==> src/rtl/seg_window_pkg.sv <==
package seg_window_pkg;

   localparam int FIELD_W    = 8;
   localparam int GRAN_SHIFT = 23;
   localparam int REG_W      = 32;
   localparam int START_LSB  = 16;
   localparam int END_LSB    = 24;

   typedef struct packed {
      logic [FIELD_W-1:0] end_f;
      logic [FIELD_W-1:0] start_f;
   } seg_t;

   function automatic logic [REG_W-1:0] seg_pack(input seg_t s);
      logic [REG_W-1:0] w;
      w = '0;
      w[END_LSB +: FIELD_W]   = s.end_f;
      w[START_LSB +: FIELD_W] = s.start_f;
      return w;
   endfunction

   function automatic seg_t seg_unpack(input logic [REG_W-1:0] w);
      seg_t s;
      s.end_f   = w[END_LSB +: FIELD_W];
      s.start_f = w[START_LSB +: FIELD_W];
      return s;
   endfunction

endpackage

==> src/rtl/seg_window_regs.sv <==
module seg_window_regs
   import seg_window_pkg::*;
#(
   parameter int NUM_CS     = 3,
   parameter int REG_AW     = 8,
   parameter int SEG_OFFSET = 'h30,
   parameter int RST_FIELD0 = 'h40,
   parameter int RST_STEP   = 4
) (
   input  logic                   clk,
   input  logic                   rst_n,
   input  logic                   wr_en,
   input  logic [REG_AW-1:0]      addr,
   input  logic [REG_W-1:0]       wdata,
   output logic [REG_W-1:0]       rdata,
   output seg_t [NUM_CS-1:0]      seg_o
);

   logic [NUM_CS-1:0] sel;

   for (genvar i = 0; i < NUM_CS; i++) begin : g_seg
      localparam logic [REG_AW-1:0]  MY_OFF = REG_AW'(SEG_OFFSET + 4 * i);
      localparam logic [FIELD_W-1:0] RST_S  = FIELD_W'(RST_FIELD0 + RST_STEP * i);
      localparam logic [FIELD_W-1:0] RST_E  = FIELD_W'(RST_FIELD0 + RST_STEP * (i + 1));

      seg_t seg_q;

      assign sel[i] = (addr == MY_OFF);

      always_ff @(posedge clk) begin
         if (!rst_n) begin
            seg_q.start_f <= RST_S;
            seg_q.end_f   <= RST_E;
         end else if (wr_en && sel[i]) begin
            seg_q <= seg_unpack(wdata);
         end
      end

      assign seg_o[i] = seg_q;
   end

   always_comb begin
      rdata = '0;
      for (int i = 0; i < NUM_CS; i++) begin
         if (sel[i]) rdata = rdata | seg_pack(seg_o[i]);
      end
   end

endmodule

==> src/rtl/seg_window_match.sv <==
module seg_window_match
   import seg_window_pkg::*;
#(
   parameter int NUM_CS = 3,
   parameter int ADDR_W = 32
) (
   input  logic [ADDR_W-1:0]              addr,
   input  seg_t [NUM_CS-1:0]              seg_i,
   output logic [NUM_CS-1:0]              hit_raw,
   output logic [NUM_CS-1:0]              closed,
   output logic [NUM_CS-1:0][ADDR_W-1:0]  base_o
);

   for (genvar i = 0; i < NUM_CS; i++) begin : g_win
      logic [ADDR_W-1:0] lo;
      logic [ADDR_W-1:0] hi;

      assign lo         = ADDR_W'(seg_i[i].start_f) << GRAN_SHIFT;
      assign hi         = ADDR_W'(seg_i[i].end_f) << GRAN_SHIFT;
      assign closed[i]  = (seg_i[i].start_f >= seg_i[i].end_f);
      assign hit_raw[i] = !closed[i] && (addr >= lo) && (addr < hi);
      assign base_o[i]  = lo;
   end

endmodule

==> src/rtl/seg_window_prio.sv <==
module seg_window_prio #(
   parameter int NUM_CS = 3,
   parameter int ADDR_W = 32
) (
   input  logic [ADDR_W-1:0]              addr,
   input  logic [NUM_CS-1:0]              hit_raw,
   input  logic [NUM_CS-1:0][ADDR_W-1:0]  base_i,
   output logic [NUM_CS-1:0]              onehot,
   output logic                           any,
   output logic [ADDR_W-1:0]              offset
);

   logic [ADDR_W-1:0] sel_base;

   always_comb begin
      onehot   = '0;
      sel_base = '0;
      for (int i = NUM_CS - 1; i >= 0; i--) begin
         if (hit_raw[i]) begin
            onehot    = '0;
            onehot[i] = 1'b1;
            sel_base  = base_i[i];
         end
      end
   end

   assign any    = |hit_raw;
   assign offset = any ? (addr - sel_base) : '0;

endmodule

==> src/rtl/seg_window_decoder.sv <==
module seg_window_decoder
   import seg_window_pkg::*;
#(
   parameter int              NUM_CS        = 3,
   parameter int              ADDR_W        = 32,
   parameter int              REG_AW        = 8,
   parameter int              SEG_OFFSET    = 'h30,
   parameter longint unsigned RANGE_BASE    = 64'h2000_0000,
   parameter longint unsigned RANGE_SIZE    = 64'h0400_0000,
   parameter int              RST_GRANULES  = 4
) (
   input  logic                clk,
   input  logic                rst_n,
   input  logic                reg_wr_en,
   input  logic [REG_AW-1:0]   reg_addr,
   input  logic [REG_W-1:0]    reg_wdata,
   output logic [REG_W-1:0]    reg_rdata,
   input  logic                addr_valid,
   input  logic [ADDR_W-1:0]   bus_addr,
   output logic                dec_valid,
   output logic [NUM_CS-1:0]   cs_hit,
   output logic                decode_err,
   output logic [ADDR_W-1:0]   win_offset,
   output logic [NUM_CS-1:0]   win_closed
);

   localparam int BASE_FIELD = int'(RANGE_BASE >> GRAN_SHIFT);
   localparam int LAST_FIELD = BASE_FIELD + RST_GRANULES * NUM_CS;

   if (NUM_CS < 1 || NUM_CS > 8) begin : g_bad_cs
      $error("NUM_CS must lie in 1..8");
   end
   if (ADDR_W < 31 || ADDR_W > 64) begin : g_bad_aw
      $error("ADDR_W must cover the 8-bit granule fields");
   end
   if ((RANGE_BASE & ((64'd1 << GRAN_SHIFT) - 1)) != 0) begin : g_bad_base
      $error("RANGE_BASE must be granule aligned");
   end
   if (NUM_CS > 1 && LAST_FIELD > 255) begin : g_bad_rst
      $error("reset windows exceed the field range");
   end
   if (REG_AW < 8) begin : g_bad_raw
      $error("REG_AW too narrow for segment offsets");
   end

   logic [NUM_CS-1:0] onehot_c;
   logic              any_c;
   logic [ADDR_W-1:0] off_c;

   if (NUM_CS == 1) begin : g_single
      localparam logic [ADDR_W-1:0] LO = ADDR_W'(RANGE_BASE);
      localparam logic [ADDR_W-1:0] HI = ADDR_W'(RANGE_BASE + RANGE_SIZE);
      logic in_rng;

      assign in_rng     = (bus_addr >= LO) && (bus_addr < HI);
      assign onehot_c   = NUM_CS'(in_rng);
      assign any_c      = in_rng;
      assign off_c      = in_rng ? (bus_addr - LO) : '0;
      assign reg_rdata  = '0;
      assign win_closed = '0;
   end else begin : g_multi
      seg_t [NUM_CS-1:0]             seg;
      logic [NUM_CS-1:0]             hit_raw;
      logic [NUM_CS-1:0][ADDR_W-1:0] base;

      seg_window_regs #(
         .NUM_CS     (NUM_CS),
         .REG_AW     (REG_AW),
         .SEG_OFFSET (SEG_OFFSET),
         .RST_FIELD0 (BASE_FIELD),
         .RST_STEP   (RST_GRANULES)
      ) regs_i (
         .clk   (clk),
         .rst_n (rst_n),
         .wr_en (reg_wr_en),
         .addr  (reg_addr),
         .wdata (reg_wdata),
         .rdata (reg_rdata),
         .seg_o (seg)
      );

      seg_window_match #(
         .NUM_CS (NUM_CS),
         .ADDR_W (ADDR_W)
      ) match_i (
         .addr    (bus_addr),
         .seg_i   (seg),
         .hit_raw (hit_raw),
         .closed  (win_closed),
         .base_o  (base)
      );

      seg_window_prio #(
         .NUM_CS (NUM_CS),
         .ADDR_W (ADDR_W)
      ) prio_i (
         .addr    (bus_addr),
         .hit_raw (hit_raw),
         .base_i  (base),
         .onehot  (onehot_c),
         .any     (any_c),
         .offset  (off_c)
      );
   end

   always_ff @(posedge clk) begin
      if (!rst_n) begin
         dec_valid  <= 1'b0;
         cs_hit     <= '0;
         decode_err <= 1'b0;
         win_offset <= '0;
      end else begin
         dec_valid <= addr_valid;
         if (addr_valid) begin
            cs_hit     <= onehot_c;
            decode_err <= !any_c;
            win_offset <= off_c;
         end
      end
   end

endmodule

==> config.mk <==
export PLATFORM = sky130hd
export DESIGN_NAME = seg_window_decoder
export DESIGN_NICKNAME = d
export VERILOG_FILES = /design/src/rtl/seg_window_pkg.sv /design/src/rtl/seg_window_regs.sv /design/src/rtl/seg_window_match.sv /design/src/rtl/seg_window_prio.sv /design/src/rtl/seg_window_decoder.sv
export SDC_FILE = /design/constraint.sdc
export NUM_CORES = 1
export LEC_CHECK = 0
export BUFFER_PORTS_ARGS = -buffer_cell sky130_fd_sc_hd__buf_2
export CAP_MARGIN = 30
export CORE_MARGIN = 5
export CORE_UTILIZATION = 30
export DETAILED_ROUTE_END_ITERATION = 8
export HOLD_SLACK_MARGIN = 0.03
export SYNTH_ARGS = -nofsm -noshare
export SYNTH_HDL_FRONTEND = slang
export SYNTH_SLANG_ARGS = --single-unit
export TNS_END_PERCENT = 30
==> constraint.sdc <==
create_clock -name clk -period 3.5 [get_ports clk]
set_input_delay 0.175 -clock clk [delete_from_list [all_inputs] [get_ports clk]]
set_output_delay 0.175 -clock clk [all_outputs]
set_load 0.01 [all_outputs]
; Word level (Yosys, flattened, before mapping)
; Cells that the tools add are included.
[word_totals]
regBits = 85
memories = 0
latch_bits = 0
input_bits = 76
out_inout_bits = 72
ram_bits = 0
wordCells = 49
romBits = 0
[classes]
muxes = 10
eq_ne = 3
n_addsub = 1
bitwise_logic = 2
reduce_logical = 14
magnitude_cmp = 9
shifts = 0
div_mod_pow = 0
mul = 0
[ops]
columns = op, n
row1 = $mux W32, 4
row2 = $ge A32 B31 Y1, 3
row3 = $lt A32 B31 Y1, 3
row4 = $mux W31, 3
row5 = $or A32 B32 Y32, 2
row6 = $sub A32 B31 Y32, 1
row7 = $eq A8 B6 Y1 const B, 3
row8 = $ge A8 B8 Y1, 3
row9 = $logic_and A1 B1 Y1, 9
row10 = $mux W3, 3
row11 = $logic_not A1 Y1, 4
row12 = $reduce_or A3 Y1, 1

; Logic depth before layout (Yosys ltp)
[logic_depth]
ltp_word = 9
mapped_depth = 19
depth_no_buf = 18

; Hierarchy
; From an unflattened synthesis, not the netlist that was laid out.
[unflattened]
hier_cells = 1121
hier_area_um2 = 8974.9
[modules_own_cells]
columns = module, area_per_inst_um2, cells_per_inst, instances, seq_area_each_um2
row1 = seg_window_prio, 2667.6, 416, 1, 0.0
row2 = seg_window_regs, 2462.4, 259, 1, 960.9
row3 = seg_window_match, 2454.9, 329, 1, 0.0
row4 = seg_window_decoder, 1390.1, 117, 1, 740.7

; Worst setup path after synthesis
; No wires, ideal clock.
[synth_timing]
path_kind = reg2reg
start = register g_multi.regs_i.g_seg[1].seg_q, in the netlist g_multi.regs_i.seg_o[16]
end = register win_offset[30]
required_time_ns = 3.413
path_stages_with_launch = 19
slack_ns = -0.281
t_arrival_ns = 3.694
synth_period_minus_slack_ns = 3.781
setup_time_ns = 0.087
path_buffers = 1
cell_sequence = dfxtp_1 > inv_1 > ha_1 > inv_1 > a21oi_1 > a2111oi_0 > o21ai_0 > or4_4 > clkbuf_1 > o21ai_1 > o22ai_1 > ha_1 > nor2b_1 > o21ai_0 > a21oi_1 > or4_1 > o21ai_0 > xor2_1 > o31ai_1
[synth_between]
elab_chain_len = 8
word_cells_on_any_way = 10
classes_between = 1 x add/sub / 2 x order compare / 3 x mux / 4 x reduce/logical
[synth_lines]
columns = item, line
row1 = "start, declared", seg_window_regs.sv:26  ; seg_t seg_q;
row2 = "start signal, assigned", seg_window_regs.sv:35  ; seg_q <= seg_unpack(wdata);
row3 = $ge A8 B8 Y1 *, seg_window_match.sv:20  ; assign closed[i] = (seg_i[i].start_f >= seg_i[i].end_f);
row4 = net win_closed[1], seg_window_decoder.sv:24  ; output logic [NUM_CS-1:0] win_closed
row5 = $logic_not A1 Y1 *, seg_window_match.sv:21  ; assign hit_raw[i] = !closed[i] && (addr >= lo) && (addr < hi);
row6 = $logic_and A1 B1 Y1 * (2 in a row), seg_window_match.sv:21
row7 = $mux W31 (2 in a row), seg_window_prio.sv:19  ; if (hit_raw[i]) begin
row8 = $sub A32 B31 Y32, seg_window_prio.sv:28  ; assign offset = any ? (addr - sel_base) : '0;
row9 = $mux W32 *, seg_window_prio.sv:28
row10 = "end signal, assigned", seg_window_decoder.sv:111  ; win_offset <= '0;
row11 = "end signal, assigned", seg_window_decoder.sv:117  ; win_offset <= off_c;
row12 = "end, declared", seg_window_decoder.sv:23  ; output logic [ADDR_W-1:0] win_offset,
; Mark *: on every way through the listed nets, which the timed path passes. The rest lies on a longest branch.
; A chain may end at the register's enable or synchronous reset.

; Final worst setup path
[layout_timing]
start = register g_multi.regs_i.g_seg[1].seg_q, in the netlist g_multi.regs_i.seg_o[25]
end = register win_offset[30]
[layout_between]
elab_chain_len = 8
word_cells_on_any_way = 10
classes_between = 1 x add/sub / 2 x order compare / 3 x mux / 4 x reduce/logical
[layout_lines]
columns = item, line
row1 = branches (longest 3 deep; another with $lt A32 B31 Y1), -
row2 = $logic_and A1 B1 Y1 *, seg_window_match.sv:21
row3 = $mux W31 (2 in a row), seg_window_prio.sv:19
row4 = $sub A32 B31 Y32, seg_window_prio.sv:28
row5 = $mux W32 *, seg_window_prio.sv:28
; Mark *: on every way between the ends.

==> key figures <==
Outcome
  • Status: complete, but fails checks
  • Failing checks: setup timing

Layout
  • Most frequent cells in the layout: buf_4, buf_2, nand2_1, ha_1, dfxtp_1
  • Final #Nets: 1070
  • Share of post-route cells with drive strength above 1: 39.2%
  • Commonest non-fill, non-tap cell in the layout: buf_4
  • P&R area growth vs syn: 44.2%
  • Sequential cell area: 1750 um^2
  • Multi-input logic area: 3790 um^2
  • Fillers: 1803
  • # diodes: 0

STA
  • Relative slew slack: 52.9%
  • Setup violations, final: 4
  • Fin crit share: 107%
  • Setup_tns: -0.376 ns
  • Final worst slack: -0.248 ns
  • RSZ-0062 raised after global routing: true
  • Peak Freq: 267 MHz
  • Clock Skews: 0.00716 ns
  • Hold Vio Cnt, Final: 0
  • Slew @ Worst Pin: 0.703 ns
  • Hold WS: 0.0564 ns
  • Fin. max-slew vios: 0
  • Tmin final: 3.75 ns

Logic synthesis
  • Yosys reg bits: 85
  • Distinct cells, synth: 52
  • Asr flop ratio synth: 0%
  • Cells after synthesis: 682
  • Post-synth EDFFs: 0
  • Dominant synthesized flop cell: dfxtp_1
  • Yosys Warn Count: 0
  • Netlist Area Pre-Place: 5550 um^2
  • Syn avg cell area: 8.13 um^2
  • Post-synthesis sequential area ratio: 30.7%

CTS
  • Inserted Clock Buffers: 9
  • CTS clock-pin slew for the worst setup and hold paths: 0.06 ns
  • CTS Sinks: 85
  • Maximum clock path buffer count: 2
  • Root buffer cell: clkbuf_16
  • Htree depth: 3
  • Worst skew pair latency: 0.35 ns
  • CTS tree: yes
  • Hold-fix buffers at CTS: 0

Power and ir drop
  • Sequential Power Share: 42.0%
  • Power Density: 296 nW/um^2
  • Clock power share: 39.7%
  • Cell internal pwr: 1.73 mW
  • Switching Share: 26.8%
  • Comb pwr share: 18.2%
  • Switch Pwr: 0.634 mW
  • Lkg Pwr: 3.61 nW
  • Worst VDD drop: 0.233 mV

Routing
  • Final ANT Viol Nets: 0
  • DR WL/cell: 16.6 um
  • Top sig layer: met4
  • Vias per cell: 5.03
  • M1 wire length: 8760 um
  • Metal2 WL: 8660 um
  • Residual DRC: 0
  • Initial DRC Count: 293
  • DR vias: 5783
  • Drt pass-1 iters: 5
  • Total Wirelength: 19100 um
  • Met3 Routed Length: 1320 um

Placed design
  • Placer Congestion: 0.877
  • HPWL after detailed placement: 14900 um
  • PortBufs: 115

Floorplanning
  • Starting density of the core: 30.7%
  • Cell row count: 49
  • Die height: 146 um
  • Io pins: 148
  • Die X: 146 um
  • Die ar.: 21300 um^2
  • Core area: 18100 um^2

Worst setup path
  • Slowest Stage Delay on Critical Path: 0.60 ns
  • Critical Path RT: 3.76 ns
  • Worst EP arrival: 4.01 ns
  • Startpoint Class: register
  • Setup CP Type: reg2reg
  • Critical-path maximum fanout: 6
  • Critical-path top delay cell: or4_4
  • Crit. End Element: register
  • Crit path cell chain: inv_1, ha_1, nand2_2, a21oi_2, a2111oi_4, o21ai_2, or4_4, o21ai_4, o22ai_2, ha_1, nor2b_1, o21ai_1, a21oi_2, or4_4, o21ai_2, xor2_1, o31ai_1

Min path
  • Min-Delay Path Class: in2reg

Global route
  • Initial antenna violation count: 0
  • Vias in the first global route: 5709
  • All-Layer GR Usage: 17.8%
  • First-pass GRT wire length: 30600 um
  • Largest net degree at the start of global routing: 39
  • Overflow after GRT: 0

Run
  • Max Cap Viol: 0
-- cell usage after synthesis, types with 9 or more instances --
library cell	count	area, um^2
a211oi_1	10	75.1
dfxtp_1	85	1700
nor2_1	47	176
inv_1	55	206
o211ai_1	15	113
a21oi_1	64	320
buf_4	16	120
nor3_1	14	70.1
nand2_1	105	394
mux2i_1	17	170
nand4_1	9	56.3
o21ai_0	22	110
ha_1	77	963
clkbuf_1	23	86.3
a22o_1	26	228
-- layout make-up --
cell class | count | share of cell area [%]
Clock buffer | 11 | 2.91
Clock inverter | 4 | 0.626
Inverter | 55 | 2.58
Multi-Input combinational cell | 510 | 47.4
Sequential cell | 85 | 21.9
Tap cell | 229 | 3.58
Timing Repair Buffer | 255 | 21.0
-- critical path, delay by kind of cell (launching register included) --
family / cells / cell delay [ns]
AO/OA/AOI/OAI: 9 / 1.29
XOR/XNOR: 1 / 0.08
adder cells (fa/ha/maj): 2 / 0.56
buffers and inverters: 1 / 0.09
flip-flops: 1 / 0.33
AND/OR/NAND/NOR: 4 / 1.31
-- layer usage --
layer  track usage [%]  up-vias
li1                  -     2865
met4              5.03        0
met5                 0        -
met3              3.74       27
met2              29.1      226
met1              23.9     2665
-- sequential cells by signal, summed over array words and instances, names as in the netlist --
signal,flops
win_offset,32
cs_hit,3
g_multi.regs_i.seg_o,48
decode_err,1
dec_valid,1
-- cell families (layout without fill, tap and decap cells) --
kind of cell / count (synthesis) / in the layout / synth area share [%]
compound gates: 177 / 177 / 21.3
xor+xnor: 7 / 7 / 1.11
fa+ha+maj: 78 / 78 / 17.7
buf+inv: 102 / 325 / 8.44
flops: 85 / 85 / 30.7
mux: 18 / 18 / 3.27
other cells: 1 / 16 / 0.0676
simple gates: 214 / 214 / 17.4
-- per-stage QoR --
stage | setup slack, ns | area [um^2] | power [mW] | utilization [%] | cells
2_1_floorplan | -0.00958 | 5700 | 1.25 | - | 697
3_3_place_gp | -0.265 | 7300 | 1.41 | 40.3 | 1124
3_5_place_dp | -0.299 | 7300 | 1.41 | 40.3 | 1124
4_1_cts | -0.0892 | 7720 | 2.38 | 42.7 | 1144
5_1_grt | -0.329 | 7990 | 2.48 | 44.2 | 1149
6_report | -0.248 | 7990 | 2.37 | 44.2 | 1149
-- final timing paths --
kind | from | to | slack, ns | depth (start not counted)
setup / recovery | g_multi.regs_i.seg_o[25] | win_offset[30] | -0.25 | 17
hold / removal | bus_addr[19] | win_offset[19] | 0.06 | 2
setup reg to reg | g_multi.regs_i.seg_o[25] | win_offset[30] | -0.25 | 17
hold reg to reg | win_offset[30] | win_offset[30] | 0.45 | 2
-- what timing repair did --
item                                    4_1_cts  5_1_grt
pin swaps                                    17       31
endpoints found under the setup margin        5        5
resized for setup                            31       60
setup buffers                                 5        5
-- power by group through the flow --
stage               Clock (mW)  Combinational (mW)  Sequential [mW]
floorplan                    0               0.218             1.03
global placement             0               0.391             1.02
detailed placement           0               0.392             1.02
CTS                      0.973               0.408             1.00
global route              1.01               0.476            0.998
finish                   0.940               0.431            0.995
(Power assumes the default switching activity.)
